File: config.mk
export PLATFORM = sky130hd
export DESIGN_NAME = sleep_wake_seq
export DESIGN_NICKNAME = d
export VERILOG_FILES = /design/src/rtl/sws_pkg.sv /design/src/rtl/sws_phase_gen.sv /design/src/rtl/sws_int_edge.sv /design/src/rtl/sws_ost_timer.sv /design/src/rtl/sws_ctrl.sv /design/src/rtl/sleep_wake_seq.sv
export SDC_FILE = /design/constraint.sdc
export NUM_CORES = 1
export LEC_CHECK = 0
export ABC_CLOCK_PERIOD_IN_PS = 2029
export BUFFER_PORTS_ARGS = -buffer_cell sky130_fd_sc_hd__buf_2
export CAP_MARGIN = 25
export CORE_ASPECT_RATIO = 0.9
export CORE_MARGIN = 10
export CORE_UTILIZATION = 27
export CTS_CLUSTER_DIAMETER = 60
export DETAILED_ROUTE_END_ITERATION = 10
export SLEW_MARGIN = 20
export SYNTH_ARGS = -nofsm -noshare
export SYNTH_HDL_FRONTEND = slang
export SYNTH_SLANG_ARGS = --single-unit
File: constraint.sdc
create_clock -name clk -period 2.03 [get_ports clk]
set_input_delay 0.1015 -clock clk [delete_from_list [all_inputs] [get_ports clk]]
set_output_delay 0.1015 -clock clk [all_outputs]
set_load 0.01 [all_outputs]
File: src/rtl/sws_pkg.sv
package sws_pkg;

    typedef enum logic [2:0] {
        ST_RUN    = 3'd0,
        ST_SLEEP  = 3'd1,
        ST_OST    = 3'd2,
        ST_RESUME = 3'd3,
        ST_DUMMY  = 3'd4
    } sws_state_e;

    typedef enum logic [1:0] {
        EX_NORMAL = 2'b00,
        EX_DUMMY  = 2'b01,
        EX_HALT   = 2'b10
    } sws_exec_e;

    function automatic logic state_clocked(input sws_state_e s);
        return (s == ST_RUN) || (s == ST_RESUME) || (s == ST_DUMMY);
    endfunction

endpackage

File: src/rtl/sws_phase_gen.sv
module sws_phase_gen #(
    parameter int unsigned NPH = 4
) (
    input  logic           clk,
    input  logic           rst_n,
    input  logic           run,
    output logic [NPH-1:0] q_phase,
    output logic           cyc_clk,
    output logic           phase_last
);
    localparam int unsigned PH_W = (NPH > 1) ? $clog2(NPH) : 1;
    localparam logic [PH_W-1:0] LAST_IDX = PH_W'(NPH - 1);
    localparam logic [PH_W-1:0] HALF_IDX = PH_W'(NPH / 2);

    logic [PH_W-1:0] idx;

    always_ff @(posedge clk or negedge rst_n) begin
        if (!rst_n) begin
            idx <= '0;
        end else if (!run) begin
            idx <= '0;
        end else if (idx == LAST_IDX) begin
            idx <= '0;
        end else begin
            idx <= idx + PH_W'(1);
        end
    end

    for (genvar i = 0; i < NPH; i++) begin : g_phase
        assign q_phase[i] = run && (idx == PH_W'(i));
    end

    assign cyc_clk    = run && (idx < HALF_IDX);
    assign phase_last = run && (idx == LAST_IDX);

    p_phase_onehot_r1: assert property (@(posedge clk) disable iff (!rst_n)
        $onehot0(q_phase));

    for (genvar j = 0; j < NPH - 1; j++) begin : g_seq_chk
        p_phase_step_r1: assert property (@(posedge clk) disable iff (!rst_n)
            q_phase[j] |=> q_phase[j+1]);
    end

endmodule

File: src/rtl/sws_int_edge.sv
module sws_int_edge (
    input  logic clk,
    input  logic rst_n,
    input  logic pin,
    input  logic clr,
    output logic flag
);
    logic pin_q;
    logic rise;

    assign rise = pin && !pin_q;

    always_ff @(posedge clk or negedge rst_n) begin
        if (!rst_n) begin
            pin_q <= 1'b0;
            flag  <= 1'b0;
        end else begin
            pin_q <= pin;
            if (rise) begin
                flag <= 1'b1;
            end else if (clr) begin
                flag <= 1'b0;
            end
        end
    end

    p_flag_set_r3: assert property (@(posedge clk) disable iff (!rst_n)
        (pin && !pin_q) |=> flag);

    p_flag_clr_r3: assert property (@(posedge clk) disable iff (!rst_n)
        (clr && !(pin && !pin_q)) |=> !flag);

endmodule

File: src/rtl/sws_ost_timer.sv
module sws_ost_timer #(
    parameter int unsigned OST_LEN = 1024
) (
    input  logic clk,
    input  logic rst_n,
    input  logic en,
    output logic done
);
    localparam int unsigned CNT_W = (OST_LEN > 1) ? $clog2(OST_LEN) : 1;
    localparam logic [CNT_W-1:0] CNT_TOP = CNT_W'(OST_LEN - 1);

    logic [CNT_W-1:0] cnt;

    always_ff @(posedge clk or negedge rst_n) begin
        if (!rst_n) begin
            cnt <= '0;
        end else if (!en || done) begin
            cnt <= '0;
        end else begin
            cnt <= cnt + CNT_W'(1);
        end
    end

    assign done = en && (cnt == CNT_TOP);

    p_cnt_bound_r6: assert property (@(posedge clk) disable iff (!rst_n)
        cnt <= CNT_TOP);

    p_cnt_step_r6: assert property (@(posedge clk) disable iff (!rst_n)
        (en && !done) |=> (cnt == $past(cnt) + CNT_W'(1)));

    p_cnt_idle_r6: assert property (@(posedge clk) disable iff (!rst_n)
        !en |=> (cnt == '0));

endmodule

File: src/rtl/sws_ctrl.sv
module sws_ctrl
    import sws_pkg::*;
#(
    parameter int unsigned PC_W     = 13,
    parameter int unsigned VEC_ADDR = 4
) (
    input  logic            clk,
    input  logic            rst_n,
    input  logic            phase_last,
    input  logic            int_flag,
    input  logic            osc_rc,
    input  logic            sleep_req,
    input  logic            ost_done,
    input  logic            gie_wr,
    input  logic            gie_wr_val,
    output sws_state_e      state,
    output logic [PC_W-1:0] pc,
    output logic [PC_W-1:0] ret_addr,
    output logic            gie
);
    localparam logic [PC_W-1:0] VEC_PC = PC_W'(VEC_ADDR);

    sws_state_e nxt;
    logic       pend_enabled;
    logic       vectoring;
    logic       cycle_end;

    assign pend_enabled = int_flag && gie;
    assign cycle_end    = state_clocked(state) && phase_last;
    assign vectoring    = (state == ST_RESUME) && phase_last && gie;

    // State register
    always_ff @(posedge clk or negedge rst_n) begin
        if (!rst_n) begin
            state <= ST_RUN;
        end else begin
            state <= nxt;
        end
    end

    // Next-state decode
    always_comb begin
        nxt = state;
        unique case (state)
            ST_RUN: begin
                if (phase_last && sleep_req && !pend_enabled) begin
                    nxt = ST_SLEEP;
                end
            end
            ST_SLEEP: begin
                if (int_flag) begin
                    nxt = osc_rc ? ST_RESUME : ST_OST;
                end
            end
            ST_OST: begin
                if (ost_done) begin
                    nxt = ST_RESUME;
                end
            end
            ST_RESUME: begin
                if (phase_last) begin
                    nxt = gie ? ST_DUMMY : ST_RUN;
                end
            end
            ST_DUMMY: begin
                if (phase_last) begin
                    nxt = ST_RUN;
                end
            end
            default: nxt = ST_RUN;
        endcase
    end

    // Program counter, return register and enable
    always_ff @(posedge clk or negedge rst_n) begin
        if (!rst_n) begin
            pc       <= '0;
            ret_addr <= '0;
            gie      <= 1'b0;
        end else begin
            if (cycle_end) begin
                pc <= vectoring ? VEC_PC : pc + PC_W'(1);
            end
            if (vectoring) begin
                ret_addr <= pc;
                gie      <= 1'b0;
            end else if (gie_wr) begin
                gie <= gie_wr_val;
            end
        end
    end

    p_pc_hold_r4: assert property (@(posedge clk) disable iff (!rst_n)
        ((state == ST_SLEEP) || (state == ST_OST)) |=> $stable(pc));

    p_sleep_noop_r5: assert property (@(posedge clk) disable iff (!rst_n)
        ((state == ST_RUN) && phase_last && sleep_req && int_flag && gie)
        |=> (state == ST_RUN));

    p_rc_fast_r7: assert property (@(posedge clk) disable iff (!rst_n)
        ((state == ST_SLEEP) && int_flag && osc_rc) |=> (state == ST_RESUME));

    p_dummy_vector_r9: assert property (@(posedge clk) disable iff (!rst_n)
        (state == ST_DUMMY) |-> ((pc == VEC_PC) && !gie));

    p_inline_r10: assert property (@(posedge clk) disable iff (!rst_n)
        ((state == ST_RESUME) && phase_last && !gie)
        |=> ((state == ST_RUN) && (pc == $past(pc) + PC_W'(1))));

    p_gie_write_r11: assert property (@(posedge clk) disable iff (!rst_n)
        (gie_wr && !((state == ST_RESUME) && phase_last && gie))
        |=> (gie == $past(gie_wr_val)));

endmodule

File: src/rtl/sleep_wake_seq.sv
module sleep_wake_seq
    import sws_pkg::*;
#(
    parameter int unsigned PC_W     = 13,
    parameter int unsigned OST_LEN  = 1024,
    parameter int unsigned VEC_ADDR = 4
) (
    input  logic            clk,
    input  logic            rst_n,
    input  logic            ext_int_pin,
    input  logic            int_flag_clr,
    input  logic            gie_wr,
    input  logic            gie_wr_val,
    input  logic            osc_rc,
    input  logic            sleep_req,
    output logic [3:0]      q_phase,
    output logic            cyc_clk,
    output logic [PC_W-1:0] pc,
    output logic [1:0]      exec_kind,
    output logic            asleep,
    output logic            int_flag,
    output logic            gie,
    output logic [PC_W-1:0] ret_addr
);
    localparam int unsigned NPH = 4;

    sws_state_e state;
    sws_exec_e  ex;
    logic       run;
    logic       phase_last;
    logic       ost_en;
    logic       ost_done;

    assign run    = state_clocked(state);
    assign ost_en = (state == ST_OST);
    assign asleep = (state == ST_SLEEP) || (state == ST_OST);

    always_comb begin
        unique case (state)
            ST_RUN, ST_RESUME: ex = EX_NORMAL;
            ST_DUMMY:          ex = EX_DUMMY;
            default:           ex = EX_HALT;
        endcase
    end
    assign exec_kind = ex;

    sws_phase_gen #(.NPH(NPH)) u_phase (
        .clk        (clk),
        .rst_n      (rst_n),
        .run        (run),
        .q_phase    (q_phase),
        .cyc_clk    (cyc_clk),
        .phase_last (phase_last)
    );

    sws_int_edge u_edge (
        .clk   (clk),
        .rst_n (rst_n),
        .pin   (ext_int_pin),
        .clr   (int_flag_clr),
        .flag  (int_flag)
    );

    sws_ost_timer #(.OST_LEN(OST_LEN)) u_ost (
        .clk   (clk),
        .rst_n (rst_n),
        .en    (ost_en),
        .done  (ost_done)
    );

    sws_ctrl #(.PC_W(PC_W), .VEC_ADDR(VEC_ADDR)) u_ctrl (
        .clk        (clk),
        .rst_n      (rst_n),
        .phase_last (phase_last),
        .int_flag   (int_flag),
        .osc_rc     (osc_rc),
        .sleep_req  (sleep_req),
        .ost_done   (ost_done),
        .gie_wr     (gie_wr),
        .gie_wr_val (gie_wr_val),
        .state      (state),
        .pc         (pc),
        .ret_addr   (ret_addr),
        .gie        (gie)
    );

    p_halt_quiet_r4: assert property (@(posedge clk) disable iff (!rst_n)
        asleep |-> ((q_phase == 4'b0000) && !cyc_clk && (exec_kind == 2'b10)));

endmodule

==> impl_metrics.env <==
export IMPL_status="complete, no violations"
export IMPL_insertion_delay_ps=310
export IMPL_finalSetupTns_ps=0
export IMPL_relSlewSlack=0.454
export IMPL_dieArea_mm2=0.0120
export IMPL_ant_nets=0
export IMPL_synthDistinctLibCells=39
export IMPL_die_x_um=114
export IMPL_synth_seq_cells=44
export IMPL_synth_edf_count=0
export IMPL_yosysTopAreaCell="dfrtp_1"
export IMPL_ys_top_cells_by_area="dfrtp_1 (51%), nand2_1 (9.0%), xor2_1 (4.5%), nor2_1 (4.2%), ha_1 (3.5%)"
export IMPL_wirelength_um=4880
export IMPL_antenna_found_initial=0
export IMPL_die_h_um=105
export IMPL_drt_iter0_drc=78
export IMPL_synth_async_reset_ratio=1.00
export IMPL_post_dp_hpwl_um=3640
export IMPL_fmax_mhz=535
export IMPL_min_period_ps=1870
export IMPL_hold_ws_ps=58.3
export IMPL_routed_via_count=1647
export IMPL_cts_buffers=5
export IMPL_fin_worst_skew_ps=14.0
export IMPL_finalNonFillerCells=363
export IMPL_yosysMostFrequentCell="nand2_1"
export IMPL_synth_main_ff_cell="dfrtp_1"
export IMPL_yosysSeqAreaShare=0.509
export IMPL_period_share=0.921
export IMPL_pwr_share_comb=0.297
export IMPL_cp_max_fo=7
export IMPL_ctsHtreeMaxLevel=2
export IMPL_critPathCaptureType="output port"
export IMPL_cts_root_buf="clkbuf_8"
export IMPL_grt_first_pass_wirelength_um=8400
export IMPL_area_growth_pct=19.4
export IMPL_clk_pin_slew_ps=80
export IMPL_critPathKind="flip-flop to output port"
export IMPL_port_buffers=43
export IMPL_place_area_mm2=0.00245
export IMPL_dr_pass1_iters=4
export IMPL_hold_path_class="primary input to flip-flop"
export IMPL_cp_required_ps=1930
export IMPL_post_route_drc_count=0
export IMPL_slew_violations=0
export IMPL_pwr_share_seq=0.463
export IMPL_maxCapViolCount=0
export IMPL_cts_sinks=44
export IMPL_fillCellCount=812
export IMPL_grt_max_degree=37
export IMPL_overflow=0
export IMPL_clock_path_buffers=2
export IMPL_nets=280
export IMPL_internal_power_uw=1590
export IMPL_wl_per_cell_um=13.4
export IMPL_power_leakage_uw=0.00132
export IMPL_cts_tree="done"
export IMPL_floorplan_initialDensity=0.282
export IMPL_pin_count=44
export IMPL_pwr_share_clk=0.239
export IMPL_gp_congestion=0.789
export IMPL_multi_input_area_um2=955
export IMPL_cts_setup_buffers=0
export IMPL_setup_viol=0
export IMPL_arrival_ps=1770
export IMPL_syn_nets=235
export IMPL_power_total_uw=2490
export IMPL_yosysWarnings=0
export IMPL_syn_area_per_cell_um2=9.78
export IMPL_layout_drive_gt1_share=0.243
export IMPL_startpoint_type="flip-flop"
export IMPL_synth_top_area_share=0.509
export IMPL_dp_cells=352
export IMPL_stdcell_area_mm2=0.00258
export IMPL_rsz0062_at_grt="no"
export IMPL_syn_inst=221
export IMPL_viasPerCell=4.54
export IMPL_track_usage=0.0851
export IMPL_antennaDiodeCount=0
export IMPL_synth_top_cells_by_count="nand2_1 (52), dfrtp_1 (44), nor2_1 (24), xor2_1 (11), nand3_1 (7)"
export IMPL_hold_viol=0
export IMPL_rows=30
export IMPL_ir_worst_vdd_v=0.000469
export IMPL_grt_pass1_vias=1632
export IMPL_netlist_area_mm2=0.00216
export IMPL_p_per_area_mw_per_mm2=962
export IMPL_p_switching_uw=897
export IMPL_core_area_mm2=0.00766
export IMPL_worstMarginPinSlew_ps=819
export IMPL_p_sw_frac=0.361
export IMPL_seqCellArea_mm2=0.00110
==> area by class of cell <==
class / count / share of cell area
clock buffers: 6 / 0.0320
clock inverters: 2 / 0.00533
inverters: 6 / 0.00872
multi-input cells: 159 / 0.370
flip-flops and latches: 44 / 0.426
well taps: 96 / 0.0465
repair buffers: 50 / 0.111
==> state kept, by name, indices dropped and copies added, names as in the netlist <==
name / flops
u_edge.flag: 1
u_ost.cnt: 10
u_ctrl.gie: 1
u_ctrl.pc: 13
u_edge.pin_q: 1
u_ctrl.ret_addr: 13
u_phase.idx: 2
u_ctrl.state: 3
==> through the flow <==
stage / util / setup WS, ps
2_1_floorplan: - / 298
3_3_place_gp: 0.320 / 273
3_5_place_dp: 0.320 / 215
4_1_cts: 0.337 / 42.2
5_1_grt: 0.337 / 3.89
6_report: 0.337 / 160
==> cell families (layout without fill, tap and decap cells) <==
family | count (synthesis) | count (layout) | share of synthesized area
muxes | 2 | 2 | 0.00984
adders and majority gates | 6 | 6 | 0.0347
buffers and inverters | 18 | 64 | 0.0515
DFF | 44 | 44 | 0.509
and+or+nand+nor | 112 | 112 | 0.246
xor gates and xnor gates | 15 | 15 | 0.0608
AOI/OAI and AO/OA | 24 | 24 | 0.0880
==> placed cells by master, fill, tap and decap left out, types with 4 or more instances in the layout <==
cell type  instances
and3_1             4
nand3_1            7
inv_1              6
o2111ai_1          4
nor2b_1            4
dfrtp_1           44
o21ai_0            6
nor2_1            22
nand2_1           52
clkbuf_8           6
buf_2             43
ha_1               6
or3_1              4
xnor2_1            4
xor2_1            11
==> routing by layer <==
layer  part of all wire  GRT usage  up-vias
met4              0.011     0.0295        0
met2               0.41      0.113       44
met5                  0          0        -
li1                   -          -      824
met3              0.070     0.0343        5
met1               0.51      0.120      774
==> power groups by stage <==
stage                     Sequential (uW)  Combinational [uW]  Clock (uW)
after floorplan                      1140                 519           0
after detailed placement             1180                 740           0
after CTS                            1150                 754         613
final                                1150                 739         594
after global routing                 1180                 854         646
after global placement               1160                 743           0
==> worst max-delay path, cell delays in order (launching register included) <==
cell and delay, ps:
dfrtp_1 420, ha_1 260, and4b_1 320, nor2_2 250
inv_1 80, buf_2 140
==> path summary, 6_finish.rpt <==
| path | start | to | slack [ps] | cells after the start |
|---|---|---|---|---|
| hold / removal | gie_wr_val | u_ctrl.gie$_DFFE_PN0P_ | 60 | 3 |
| setup / recovery | u_phase.idx[0]$_DFF_PN0_ | q_phase[3] | 160 | 5 |
| hold reg to reg | u_edge.pin_q$_DFF_PN0_ | u_edge.flag$_DFFE_PN0P_ | 440 | 1 |
| min in group asynchronous | rst_n | u_ctrl.ret_addr[9]$_DFFE_PN0P_ | 410 | 2 |
| max in group asynchronous | rst_n | u_phase.idx[1]$_DFF_PN0_ | 950 | 3 |
| setup reg to reg | u_phase.idx[0]$_DFF_PN0_ | u_ctrl.pc[9]$_DFFE_PN0P_ | 210 | 5 |
==> repair_timing <==
item | CTS | global route
setup endpoints to repair | 0 | 5
endpoints found under the hold margin | 37 | 0
resized for setup | 0 | 2
hold buffers | 3 | 0
Note: power is estimated with default switching activity, not from simulation.
